<file path="config.mk">
export PLATFORM = sky130hd
export DESIGN_NAME = pss_fb_divider
export DESIGN_NICKNAME = d
export VERILOG_FILES = /design/src/rtl/pss_pkg.sv /design/src/rtl/pss_prescaler.sv /design/src/rtl/pss_period_ctrl.sv /design/src/rtl/pss_fb_divider.sv
export SDC_FILE = /design/constraint.sdc
export NUM_CORES = 1
export LEC_CHECK = 0
export BUFFER_PORTS_ARGS = -buffer_cell sky130_fd_sc_hd__buf_2
export CORE_UTILIZATION = 30
export CTS_CLUSTER_SIZE = 40
export DETAILED_ROUTE_END_ITERATION = 16
export GPL_TIMING_DRIVEN = 0
export PLACE_DENSITY_LB_ADDON = 0.08
export SLEW_MARGIN = 40
export SYNTH_ARGS = -nofsm -noshare
export SYNTH_HDL_FRONTEND = slang
export SYNTH_HIERARCHICAL = 1
export SYNTH_SLANG_ARGS = --single-unit
</file>
<file path="constraint.sdc">
create_clock -name clk_i -period 4.1 [get_ports clk_i]
set_clock_uncertainty 0.2 [all_clocks]
set_input_delay 0.615 -clock clk_i [delete_from_list [all_inputs] [get_ports clk_i]]
set_output_delay 0.615 -clock clk_i [all_outputs]
set_load 0.01 [all_outputs]
</file>
<file path="src/rtl/pss_pkg.sv">
package pss_pkg;
  localparam int unsigned PRE_MOD   = 16;
  localparam int unsigned PRE_W     = $clog2(PRE_MOD + 1);
  localparam int unsigned A_FIELD_W = 9;
  localparam int unsigned A_W       = A_FIELD_W + 1;
  localparam int unsigned B_W       = $clog2(PRE_MOD);
endpackage

</file>
<file path="src/rtl/pss_prescaler.sv">
module pss_prescaler #(
  parameter int unsigned MOD = pss_pkg::PRE_MOD,
  parameter int unsigned W   = pss_pkg::PRE_W
) (
  input  logic clk_i,
  input  logic rst_ni,
  input  logic mod_i,
  output logic tc_o
);
  localparam logic [W-1:0] LIM_LO = W'(MOD - 1);
  localparam logic [W-1:0] LIM_HI = W'(MOD);

  logic [W-1:0] cnt_q;

  assign tc_o = (cnt_q == (mod_i ? LIM_HI : LIM_LO));

  always_ff @(posedge clk_i or negedge rst_ni) begin
    if (!rst_ni)   cnt_q <= '0;
    else if (tc_o) cnt_q <= '0;
    else           cnt_q <= cnt_q + W'(1);
  end
endmodule

</file>
<file path="src/rtl/pss_period_ctrl.sv">
module pss_period_ctrl #(
  parameter int unsigned A_FIELD_W = pss_pkg::A_FIELD_W,
  parameter int unsigned A_W       = pss_pkg::A_W,
  parameter int unsigned B_W       = pss_pkg::B_W
) (
  input  logic                 clk_i,
  input  logic                 rst_ni,
  input  logic                 tc_i,
  input  logic [A_FIELD_W-1:0] a_field_i,
  input  logic [B_W-1:0]       b_val_i,
  output logic                 mod_o,
  output logic                 term_o
);
  logic           start_q;
  logic [A_W-1:0] a_q, prd_q, a_eff, last_idx;
  logic [B_W-1:0] b_q, b_eff;

  // period start uses live inputs so a change lands only on a boundary
  assign a_eff    = start_q ? (A_W'(a_field_i) + A_W'(1)) : a_q;
  assign b_eff    = start_q ? b_val_i : b_q;
  assign last_idx = a_eff - A_W'(1);
  assign mod_o    = (prd_q < A_W'(b_eff));
  assign term_o   = tc_i && (prd_q == last_idx);

  always_ff @(posedge clk_i or negedge rst_ni) begin
    if (!rst_ni) begin
      start_q <= 1'b1;
      a_q     <= A_W'(1);
      b_q     <= '0;
      prd_q   <= '0;
    end else begin
      start_q <= term_o;
      if (start_q) begin
        a_q <= a_eff;
        b_q <= b_eff;
      end
      if (tc_i) prd_q <= term_o ? '0 : prd_q + A_W'(1);
    end
  end
endmodule

</file>
<file path="src/rtl/pss_fb_divider.sv">
module pss_fb_divider #(
  parameter int unsigned A_FIELD_W = pss_pkg::A_FIELD_W,
  parameter int unsigned B_W       = pss_pkg::B_W,
  parameter int unsigned PRE_MOD   = pss_pkg::PRE_MOD
) (
  input  logic                 clk_i,
  input  logic                 rst_ni,
  input  logic [A_FIELD_W-1:0] a_field_i,
  input  logic [B_W-1:0]       b_val_i,
  output logic                 fv_o,
  output logic                 mod_o
);
  localparam int unsigned A_W   = A_FIELD_W + 1;
  localparam int unsigned PRE_W = $clog2(PRE_MOD + 1);

  logic pre_tc;
  logic term;

  pss_prescaler #(.MOD(PRE_MOD), .W(PRE_W)) u_pre (
    .clk_i (clk_i),
    .rst_ni(rst_ni),
    .mod_i (mod_o),
    .tc_o  (pre_tc)
  );

  pss_period_ctrl #(.A_FIELD_W(A_FIELD_W), .A_W(A_W), .B_W(B_W)) u_ctrl (
    .clk_i    (clk_i),
    .rst_ni   (rst_ni),
    .tc_i     (pre_tc),
    .a_field_i(a_field_i),
    .b_val_i  (b_val_i),
    .mod_o    (mod_o),
    .term_o   (term)
  );

  always_ff @(posedge clk_i or negedge rst_ni) begin
    if (!rst_ni) fv_o <= 1'b0;
    else         fv_o <= term;
  end
endmodule

</file>
Word level (Yosys, flattened, before mapping)
Cells that the tools add are included.

storage, ports and cells
  flip-flop bits (word level) = 31
  input port bits = 15
  logic and storage cells = 19

operators by class
  add/sub/neg operators = 4
  $lt $le $gt $ge = 1
  eq/ne operators = 2
  muxes and demuxes = 5
  reduce and logical (&&, ||, !) cells = 1

operators by type and width
  cell                                                 count
  two-way mux 10 bit                                   2
  adder 10 x 1 -> 10 bit (second input constant)       1
  adder 9 x 1 -> 10 bit (second input constant)        1
  == test 10 bit                                       1
  less-than comparator 10 x 4 -> 1 bit                 1
  two-way mux 5 bit                                    2
  subtractor 10 x 1 -> 10 bit (second input constant)  1
  adder 5 x 1 -> 5 bit (second input constant)         1
  == test 5 bit                                        1
  two-way mux 4 bit                                    1
  logical AND 1 bit                                    1

Longest topological paths before layout
Gate-level depths: netlist (run 1).

  depth in word-level cells = 6
  depth in mapped cells = 19
  mapped depth without buffers = 15

Cells and area by module
Netlist (run 1), hierarchy kept.

by module, submodules not included
  module           times used  cells an instance  area each (um^2)  seq. area each (um^2)
  pss_period_ctrl  1           183                1784.2            628.1
  pss_prescaler    1           19                 240.2             125.1
  pss_fb_divider   1           1                  25.0              25.0

Worst setup path before layout (run 1)
OpenSTA, ideal clock, no wires.

  path type = register to register
  from = reg u_ctrl.start_q
  to = reg u_ctrl.prd_q[1]
  library setup time = 0.123 ns
  arrival = 3.964 ns
  slack = -0.187 ns
  stages on the path, launching flop included = 19
  path buffers = 5
  path through = dfstp_2 > clkbuf_8 > buf_6 > clkbuf_1 > mux2_2 > inv_1 > ha_1 > a21boi_0 > o21a_1 > o21ai_0 > and3_1 > or4b_4 > o22ai_4 > buf_6 > nand4_1 > a221o_1 > a221oi_2 > buf_6 > o22ai_4

between the ends
  cells in the longest elaborated chain, start to end = 6
  elaborated cells between the ends (all ways) = 9
  classes of those cells = 1 x add/sub; 1 x order compare; 2 x eq/ne; 4 x mux; 1 x reduce/logical

RTL lines
  item                                  RTL line               source
  start, declared                       pss_period_ctrl.sv:14  logic start_q;
  start signal, assigned                pss_period_ctrl.sv:32  start_q <= term_o;
  two-way mux 4 bit                     pss_period_ctrl.sv:20  assign b_eff = start_q ? b_val_i : b_q;
  less-than comparator 10 x 4 -> 1 bit  pss_period_ctrl.sv:22  assign mod_o = (prd_q < A_W'(b_eff));
  named net mod_o                       pss_fb_divider.sv:11   output logic mod_o
  two-way mux 5 bit                     pss_prescaler.sv:15    assign tc_o = (cnt_q == (mod_i ? LIM_HI : LIM_LO));
  == test 5 bit                         pss_prescaler.sv:15
  named net pre_tc                      pss_fb_divider.sv:16   logic pre_tc;
  logical AND 1 bit                     pss_period_ctrl.sv:23  assign term_o = tc_i && (prd_q == last_idx);
  named net term                        pss_fb_divider.sv:17   logic term;
  two-way mux 10 bit                    pss_period_ctrl.sv:37  if (tc_i) prd_q <= term_o ? '0 : prd_q + A_W'(1);
  end signal, assigned                  pss_period_ctrl.sv:37
  end, declared                         pss_period_ctrl.sv:15  logic [A_W-1:0] a_q, prd_q, a_eff, last_idx;

The timed path passes the listed nets, and every way through them passes these cells.
A chain may end at the register's enable or synchronous reset.

Worst setup path in the final report (run 1)
  from = reg u_ctrl.start_q
  to = reg u_ctrl.prd_q[1]

between the ends
  cells in the longest elaborated chain, start to end = 6
  elaborated cells between the ends (all ways) = 9
  classes of those cells = 1 x add/sub; 1 x order compare; 2 x eq/ne; 4 x mux; 1 x reduce/logical

RTL lines
  item                                  RTL line
  two-way mux 4 bit                     pss_period_ctrl.sv:20
  less-than comparator 10 x 4 -> 1 bit  pss_period_ctrl.sv:22
  two-way mux 5 bit                     pss_prescaler.sv:15
  == test 5 bit                         pss_prescaler.sv:15
  named net pre_tc                      pss_fb_divider.sv:16
  logical AND 1 bit                     pss_period_ctrl.sv:23
  named net term                        pss_fb_divider.sv:17
  two-way mux 10 bit                    pss_period_ctrl.sv:37

The timed path passes the listed nets, and every way through them passes these cells.

==> metrics list, run 1 <==
- At the pin with the least slew margin, the transition time is ~0.52 ns.
- Final standard cell utilization of the core: roughly 37%
* Post-synthesis cell type with the largest combined area: sky130_fd_sc_hd__dfrtp_1
* Residual DRC count: 0
- Counting every net in the synthesized netlist gives between 200 and 250.
- In the synthesized netlist, the cells that appear most often are sky130_fd_sc_hd__dfrtp_1 (29), sky130_fd_sc_hd__nor2_1 (20), sky130_fd_sc_hd__inv_1 (15), sky130_fd_sc_hd__xnor2_1 (14), sky130_fd_sc_hd__nand2_1 (13).
- Critical path class: reg2reg
- Summing the areas of all compound-gate instances in the mapped netlist gives 15.63% of the synthesized area.
- Summed over all cells, the static leakage comes to a little over 1 nW.
- The number of antenna violations at the first check in global routing came to 0.
- Finish-stage setup viols: 0
- Class of the tightest hold or removal check: in2async
- Dpl ws: -0.4916 ns
* Number of synthesis warnings: 6
- After detailed routing, the total wire length is between 4000 and 5000 µm.
* Netlist area before placement: slightly above 2000 µm²
* Leading cell type by number of instances after synthesis: sky130_fd_sc_hd__dfrtp_1
- Across the VDD grid, the largest voltage drop is between 80 and 90 µV.
- Post-route minimum period: between 3 and 4 ns
- Number of maximum-capacitance constraint violations: 0
* Post-layout worst setup margin: ~0.20 ns
- Counting flops with an async set or reset pin after synthesis yields a share of 100.0%.
* Via/cell ratio: 5.061
- A synthesized cell averages 10.10 µm².
- Power density relative to cell area: ~240 nW/µm²
- Global-route wire length before repair: ~8200 µm
* Placeable Area: roughly 6500 µm²
* Total via count in the routed design: 1584
- STA classifies the critical path endpoint as a register.
- Total half-perimeter wirelength after legalization and detailed placement: between 3000 and 4000 µm
- Share of Yosys cell area claimed by the top area cell type: 35.41%
- CTS built an H-tree with a depth of 2.
* Row count: 29
- By area the synthesized netlist is led by sky130_fd_sc_hd__dfrtp_1 (35%), sky130_fd_sc_hd__xnor2_1 (6.0%), sky130_fd_sc_hd__xor2_1 (5.1%), sky130_fd_sc_hd__ha_1 (4.3%), sky130_fd_sc_hd__nor2_1 (3.7%).
- Of the total synthesized cell area, the portion taken by AND, OR, NAND and NOR gates is between 20 and 25%.
* Top achievable clock speed: ~260 MHz
* Violation count after the first detailed-route iteration: between 90 and 100
- Entering global routing, the biggest net connects 32 pins.
- Signal arrival time at the worst endpoint: 3.87 ns
* Buffer depth of the longest clock path: 2
* Worst slew margin: 65.05%
* Yosys reg bits: 31
* Routed length per instance: roughly 15 µm
- Register area share after synthesis: a little under two fifths
- Summed over all layers, the global routing overflow is 0.
- The number of global-route vias before repair came to ~1600.
- The clock reaches the later pin of the worst-skew pair after approximately 0.29 ns.
* Status: complete, no violations
* Final weighted congestion of routability-driven global placement: between 0.7 and 0.8
* Die Span X: around 85 µm
- The first TritonRoute pass finished after 6 iterations.
* Unrepaired setup endpoints after global routing: false
- CTS root buffer: sky130_fd_sc_hd__clkbuf_8
* Number of library cell types mapped by synthesis: 52
* Number of buffers created by CTS: 5
* Initial core utilization: around a third
- Clock input transition at the sequential cells of the worst setup and hold paths: ~0.070 ns
- Die height: between 80 and 90 µm
- Of all nets on the critical path, the largest fanout is 10.
- Final Slew Violations: 0
- TritonCTS built the clock tree.
- Fin nets: 257
* Worst Setup Start Kind: register
- In the synthesized netlist the dominant register cell turns out to be sky130_fd_sc_hd__dfrtp_1.
- Post-synth EDFFs: 0
- Post-synthesis share of cell area spent on xor and xnor gates: between 10% and 20%
- Antenna diode count: 0
- In this run the remaining antenna-violating nets after routing total 0.
- The cell count after synthesis came out at ~200.
- The die covers ~7000 µm².
* Adder-cell area share of the yosys netlist: 4.274%
- During I/O placement, the number of pins put on the boundary was 17.
- Layout cell share with drive strength beyond 1: around 28%
- Clock tree synthesis found a total of 31 sinks.
- The completed layout was analyzed and its total power is approximately 0.00058 W.
* Count of input and output buffers: 15
- Of the available clock period, the critical path in the final layout requires between 90 and 100%.
- The total count of hold-check failures in the final report was 0.
- In the synthesized netlist, mux cells make up 4.274% of the area.
- Final sum of negative setup slack: 0 ns
* Overall routing resource usage: between 10% and 20%
- Largest family of logic cells by synthesized area: simple AND/OR/NAND/NOR gates
- The area growth from synthesis to layout is 18.13%.
* # fillers: between 600 and 700
* CP required: roughly 4.1 ns
-- report_power, final --
part	internal [W]	total [W]	switching (W)
clock network	0.000119	0.000243	0.000124
registers	0.000306	0.000306	0
logic	0.0000117	0.0000322	0.0000205
total	0.000436	0.000581	0.000145
-- through the flow --
step / hold slack, ns / cell area [µm²] / std cells
floorplan: 0.1194 / 2059 / 203
global placement: 0.2817 / 2231 / 295
detailed placement: 0.2880 / 2231 / 295
CTS: 0.2251 / 2380 / 308
global route: 0.09061 / 2421 / 313
finish: 0.06130 / 2421 / 313
-- cell usage in the layout, fill, tap and decap left out, types with 3 or more instances in the layout --
cell,n
sky130_fd_sc_hd__nand2b_1,3
sky130_fd_sc_hd__o31ai_1,3
sky130_fd_sc_hd__nand4_1,5
sky130_fd_sc_hd__nand3_1,9
sky130_fd_sc_hd__nor2_1,20
sky130_fd_sc_hd__mux2_2,6
sky130_fd_sc_hd__xor2_1,12
sky130_fd_sc_hd__inv_1,15
sky130_fd_sc_hd__dfrtp_1,29
sky130_fd_sc_hd__ha_1,7
sky130_fd_sc_hd__o21ai_0,5
sky130_fd_sc_hd__buf_4,13
sky130_fd_sc_hd__clkbuf_8,7
sky130_fd_sc_hd__or4_1,3
sky130_fd_sc_hd__nor3_1,4
sky130_fd_sc_hd__xnor2_1,14
sky130_fd_sc_hd__nor4_1,3
sky130_fd_sc_hd__nand2_1,13
sky130_fd_sc_hd__buf_2,14
-- sequential cells by signal (all words and copies together), names as in the netlist --
name            flops
u_ctrl/prd_q       10
u_pre/cnt_q         5
u_ctrl/start_q      1
u_ctrl/a_q         10
fv_o                1
u_ctrl/b_q          4
-- cells by family (layout without fill, tap and decap cells) --
logic type | count (synthesis) | after routing
compound gates | 33 | 33
xor+xnor | 26 | 26
fa+ha+maj | 7 | 7
buf+inv | 22 | 55
flops | 31 | 31
mux | 8 | 8
simple gates | 76 | 76
-- area by class of cell --
| class | instances | area [µm²] | area share (%) |
|---|---|---|---|
| Sequential cell | 31 | 778.2 | 32.14 |
| Inverter | 15 | 56.30 | 2.326 |
| Tap cell | 77 | 96.34 | 3.979 |
| Timing Repair Buffer | 28 | 185.2 | 7.649 |
| Buffer | 4 | 57.56 | 2.377 |
| Clock buffer | 6 | 72.57 | 2.997 |
| Clock inverter | 2 | 12.51 | 0.5168 |
| Multi-Input combinational cell | 150 | 1162 | 48.01 |
-- worst paths after layout --
check / slack, ns / end / cells past startpoint / from
min in group clk_i: 0.30 / u_ctrl/b_q[3] / 1 / u_ctrl/b_q[3]
worst min-delay path: 0.06 / u_ctrl/a_q[7] / 1 / rst_ni
worst max register to register: 0.20 / u_ctrl/prd_q[1] / 15 / u_ctrl/start_q
worst max-delay path: 0.20 / u_ctrl/prd_q[1] / 15 / u_ctrl/start_q
max in group asynchronous: 3.29 / u_ctrl/start_q / 1 / rst_ni
worst min register to register: 0.30 / u_ctrl/b_q[3] / 1 / u_ctrl/b_q[3]
-- metal layers --
layer / part of all wire [%] / track usage [%]
met1: 49 / 19.76
met2: 48 / 23.58
met3: 2.5 / 3.245
met4: 0.51 / 4.622
met5: 0 / 0
-- timing repair --
item                                    4_1_cts  5_1_grt
endpoints found under the setup margin       12       12
setup buffers                                 5        6
resized for setup                             6        2
endpoints found under the hold margin         0        0
pin swaps                                     2        1
gates cloned                                  2        0
hold buffers                                  0        0
-- critical path: stages, from the launching register on --
cell and delay (ns):
sky130_fd_sc_hd__dfstp_2 0.55, sky130_fd_sc_hd__clkbuf_16 0.15, sky130_fd_sc_hd__mux2_2 0.34, sky130_fd_sc_hd__inv_1 0.06, sky130_fd_sc_hd__ha_1 0.21, sky130_fd_sc_hd__a21boi_1 0.13
sky130_fd_sc_hd__o21a_1 0.17, sky130_fd_sc_hd__o21ai_2 0.13, sky130_fd_sc_hd__and3_4 0.21, sky130_fd_sc_hd__or4b_4 0.47, sky130_fd_sc_hd__o22ai_4 0.19, sky130_fd_sc_hd__nand4_1 0.12
sky130_fd_sc_hd__a221o_1 0.31, sky130_fd_sc_hd__a221oi_4 0.30, sky130_fd_sc_hd__buf_6 0.19, sky130_fd_sc_hd__o22ai_4 0.07
Note: power is estimated with default switching activity, not from simulation.
==> inputs of run 2 (changes only) <==
--- a/config.mk
+++ b/config.mk
@@ -5,6 +5,7 @@
 export SDC_FILE = /design/constraint.sdc
 export NUM_CORES = 1
 export LEC_CHECK = 0
+export ABC_AREA = 1
 export BUFFER_PORTS_ARGS = -buffer_cell sky130_fd_sc_hd__buf_2
 export CORE_UTILIZATION = 30
 export CTS_CLUSTER_SIZE = 40
==> metrics list, run 2 <==
- Status: complete, no violations
- The core area was 7253 µm² (+12%).
- Antenna diode count: 0 (unchanged)
- The net switching fraction of the power came to 20.49% (-4.5 points).
- Initial core utilization: 30.93% (-0.80 points)
* Worst Setup Start Kind: register
- Clock input transition at the sequential cells of the worst setup and hold paths: 0.08 ns (about the same)
* Number of buffers created by CTS: 5 (unchanged)
* Via count of the first global-routing pass: 1845 (+16%)
- Compound-cell area share of the yosys netlist: 4.629% (-11 points)
- The synthesized-area fraction occupied by and/or/nand/nor cells was 45.12% (+25 points).
- Syn Nets: 330 (+47%)
- Worst slew margin: 71.45% (+6.4 points)
* Die height: 88.48 µm (+4.5%)
- The register bit total from synthesis was 31 (unchanged).
* Logic pwr share: 4.5% (-1.0 points)
- Count of input and output buffers: 16 (+1)
- Layout cell share with drive strength beyond 1: 26.47% (-1.1 points)
- The critical path goes through clkinvlp_4 -> buf_4 -> or2_2 -> o21ai_4 -> ha_4 -> a21oi_2 -> nand4_1 -> a31oi_4 -> inv_1 -> nor2_1 -> nand3_2 -> nand2_4 -> inv_2 -> a21oi_1 -> o21ai_0 -> nor2_1 -> nand2_1 -> nor2_1 -> nand2_1 -> nor2_4 -> nand3_4 -> nor2_4 -> nor2_2.
* TritonCTS clock tree: built
* Routed Wire Length: 5278 µm (+13%)
- Leading cell type by number of instances after synthesis: sky130_fd_sc_hd__nand2_1
* Share of Yosys cell area claimed by the top area cell type: 32.35% (-3.1 points)
- Finish-stage setup viols: 0 (unchanged)
- Global-route wire length before repair: 8956 µm (+9.5%)
- The core utilization of the finished layout is 37.28% (-0.21 points).
* Average cell area after synthesis: 7.284 µm² (-28%)
* Final weighted congestion of routability-driven global placement: 0.7790 (+7.0%)
- Residual DRC count: 0 (unchanged)
- Clock sink count: 31 (unchanged)
- Most common library cells after synthesis: sky130_fd_sc_hd__nand2_1 (87), sky130_fd_sc_hd__inv_1 (39), sky130_fd_sc_hd__nand3_1 (39), sky130_fd_sc_hd__dfrtp_1 (29), sky130_fd_sc_hd__nor2_1 (20)
* Internal Dissipation: 0.0005588 W (+28%)
* Most frequent cells in the layout: sky130_fd_sc_hd__nand2_1 (87), sky130_fd_sc_hd__nand3_1 (39), sky130_fd_sc_hd__inv_1 (37)
* Adder-cell area share of the yosys netlist: 3.904% (-0.37 points)
* H-Tree Depth: 2 (unchanged)
* Critical path class: reg2reg
- The mean number of vias per cell was 4.424 (-13%).
* CTS root buffer: sky130_fd_sc_hd__clkbuf_8
- The leakage dissipation is 1.328 nW (+30%).
* Post-synthesis mux area share: 0% (-4.3 points)
- The synthesis warning total is 6 (unchanged).
- The post-detailed-placement cell area is 2447 µm² (+9.7%).
- The residual antenna-violating net count after detailed routing is 0 (unchanged).
- Total power: 0.0007028 W (+21%)
- By area the synthesized netlist is led by sky130_fd_sc_hd__dfrtp_1 (32%), sky130_fd_sc_hd__nand2_1 (15%), sky130_fd_sc_hd__nand3_1 (8.7%), sky130_fd_sc_hd__inv_1 (6.5%), sky130_fd_sc_hd__ha_1 (3.9%).
- The fraction of the cycle the final worst path needs was 93.98% (-1.1 points).
- Leaving out fill and tap cells, the most frequent cell in the layout is sky130_fd_sc_hd__nand2_1.
- The cell area after layout came to 2704 µm² (+12%).
- Synth-to-layout area growth: 20.52%
- Signal arrival time at the worst endpoint: 3.82 ns (-0.05 ns)
- The die width is 88.48 µm (+4.5%).
- The global route total overflow was 0 (unchanged).
- Clock latency of the later-clocked register in the worst-skew pair: 0.29 ns (about the same)
- The total power divided by cell area was 259.9 nW/µm² (+8.3%).
- The kind of cell with the highest combined delay along the critical path is simple AND/OR/NAND/NOR gates.
* Delay of the slowest critical-path stage: 0.56 ns (about the same)
- Fin nets: 361 (+40%)
- The area enclosed by the die boundary is 7828 µm² (+9.2%).
- The number of antenna violations at the first check in global routing was 0 (unchanged).
* Total half-perimeter wirelength after legalization and detailed placement: 3960 µm (+19%)
- Endpoint type of the worst setup path: register
* I/O Pins: 17 (unchanged)
- Total via count in the routed design: 1942 (+23%)
- The number of enable-type register cells in the synthesized netlist was 0 (unchanged).
- By instance count, the cell type seen most on the critical path is sky130_fd_sc_hd__nor2_1.
- Row count: 31 (+6.9%)
- After synthesis, the largest family of logic cells by area is simple AND/OR/NAND/NOR gates.
* Clock network fraction of total power: 52.0% (+10 points)
- Final Hold Violating Endpoints: 0 (unchanged)
- Number of maximum-capacitance constraint violations: 0 (unchanged)
* Largest registers: u_ctrl/a_q: 10 flops, u_ctrl/prd_q: 10 flops, u_pre/cnt_q: 5 flops
- The data required time of the critical path came to 4.07 ns (about the same).
* Class of the tightest hold or removal check: in2async
* Switching power total: 0.0001440 W (-0.62%)
- Post-synthesis share of cell area spent on xor and xnor gates: 3.514% (-7.6 points)
* Share of flip-flops with an asynchronous set or reset after synthesis: 100.0% (unchanged)
- Top achievable clock speed: 259.5 MHz (+1.2%)
- Count of buffering cells on the critical path with inverters included: 4 (+1)
* Worst vdd ir: 129.2 µV (+53%)
- The number of buffers on the longest clock path is 2 (unchanged).
- Overall routing resource usage: 15.31% (+0.61 points)
- Maximum fanout along the worst path: 10 (unchanged)
* Reg power frac: 43.5% (-9.1 points)
- Violation count after the first detailed-route iteration: 101 (+8.6%)
- Final Slew Violations: 0 (unchanged)
- The number of iterations in the first detailed-routing pass was 4 (-2).
* Number of library cell types mapped by synthesis: 34 (-35%)
* Worst-margin pin slew: 0.4283 ns (-0.09284 ns)
- The biggest area contributor in the post-synthesis netlist is sky130_fd_sc_hd__dfrtp_1.
* Number of cells produced by synthesis: 308 (+52%)
* Post-route minimum period: 3.853 ns (-0.04612 ns)
- Routed length per instance: 12.02 µm (-20%)
- Netlist area before placement: 2243 µm² (+9.5%)
- Maximum number of pins on one net before global-route repair: 32 (unchanged)
- Among all stages on the critical path, the largest delay is contributed by sky130_fd_sc_hd__dfstp_2.
- The portion of the post-synthesis area used by sequential elements is 34.69% (-3.3 points).
- The most used flip-flop cell after synthesis is sky130_fd_sc_hd__dfrtp_1.
==> run 2: worst reg2reg max path: stages, from the launching register on <==
cell                         delay, ns
sky130_fd_sc_hd__dfstp_2          0.56
sky130_fd_sc_hd__clkinvlp_4       0.10
sky130_fd_sc_hd__buf_4            0.19
sky130_fd_sc_hd__or2_2            0.31
sky130_fd_sc_hd__o21ai_4          0.09
sky130_fd_sc_hd__ha_4             0.23
sky130_fd_sc_hd__a21oi_2          0.13
sky130_fd_sc_hd__nand4_1          0.16
sky130_fd_sc_hd__a31oi_4          0.22
sky130_fd_sc_hd__inv_1            0.06
sky130_fd_sc_hd__nor2_1           0.11
sky130_fd_sc_hd__nand3_2          0.09
sky130_fd_sc_hd__nand2_4          0.10
sky130_fd_sc_hd__inv_2            0.06
sky130_fd_sc_hd__a21oi_1          0.10
sky130_fd_sc_hd__o21ai_0          0.11
sky130_fd_sc_hd__nor2_1           0.11
sky130_fd_sc_hd__nand2_1          0.05
sky130_fd_sc_hd__nor2_1           0.10
sky130_fd_sc_hd__nand2_1          0.10
sky130_fd_sc_hd__nor2_4           0.12
sky130_fd_sc_hd__nand3_4          0.12
sky130_fd_sc_hd__nor2_4           0.24
sky130_fd_sc_hd__nor2_2           0.05
==> run 2: kinds of logic (layout without fill, tap and decap cells) <==
logic type      after synthesis  in the layout
compound gates               18             18
xor+xnor                      9              9
buf+inv                      45             76
simple gates                198            199
fa+ha+maj                     7              7
flops                        31             31
==> run 2: stage by stage <==
| stage | TNS [ns] | std cells | hold WS, ns | worst slack, ns |
|---|---|---|---|---|
| after floorplan | 0 | 308 | 0.1194 | 0.4085 |
| after global placement | -2.818 | 423 | 0.2542 | -0.2529 |
| after detailed placement | -2.827 | 423 | 0.2568 | -0.2566 |
| after CTS | 0 | 436 | 0.2137 | 0.02785 |
| after global routing | -0.001248 | 439 | 0.09221 | -0.001248 |
| final | 0 | 439 | 0.06639 | 0.2467 |
==> run 2: routing by layer <==
layer	vias up	track usage, %	part of all wire, %
met3	5	2.799	2.0
met2	17	25.87	47
met5	-	0	0
met1	883	19.60	50
met4	0	5.279	1.6
li1	1037	-	-
==> run 2: path summary, 6_finish.rpt <==
path	from	to	slack, ns	depth (start not counted)
setup / recovery	u_ctrl/start_q	u_ctrl/prd_q[9]	0.25	23
hold / removal	rst_ni	u_ctrl/prd_q[9]	0.07	1
setup reg to reg	u_ctrl/start_q	u_ctrl/prd_q[9]	0.25	23
hold reg to reg	u_ctrl/b_q[0]	u_ctrl/b_q[0]	0.27	2
max in group asynchronous	rst_ni	u_ctrl/start_q	3.30	1
min in group clk_i	u_ctrl/b_q[0]	u_ctrl/b_q[0]	0.27	2
==> run 2: power groups by stage <==
| stage | sequential [W] | combinational [W] | clock [W] |
|---|---|---|---|
| global placement | 0.000312 | 0.0000315 | 0 |
| CTS | 0.000306 | 0.0000321 | 0.000375 |
| finish | 0.000306 | 0.0000314 | 0.000366 |
| detailed placement | 0.000312 | 0.0000319 | 0 |
| floorplan | 0.000312 | 0.0000122 | 0 |
| global route | 0.000306 | 0.0000368 | 0.000391 |
==> run 2: area by class of cell <==
cell class | count | area (µm²)
Timing Repair Buffer | 23 | 135.1
Clock buffer | 6 | 72.57
Sequential cell | 31 | 778.2
Multi-Input combinational cell | 233 | 1345
Clock inverter | 2 | 60.06
Fill cell | 787 | 4549
Buffer | 3 | 26.28
Tap cell | 99 | 123.9
Inverter | 42 | 162.7
==> run 2: what timing repair did <==
action | CTS | global route
pin swaps | 4 | 5
resized for setup | 8 | 4
gates cloned | 1 | 0
endpoints found under the setup margin | 12 | 12
setup buffers | 4 | 3
hold buffers | 0 | 0
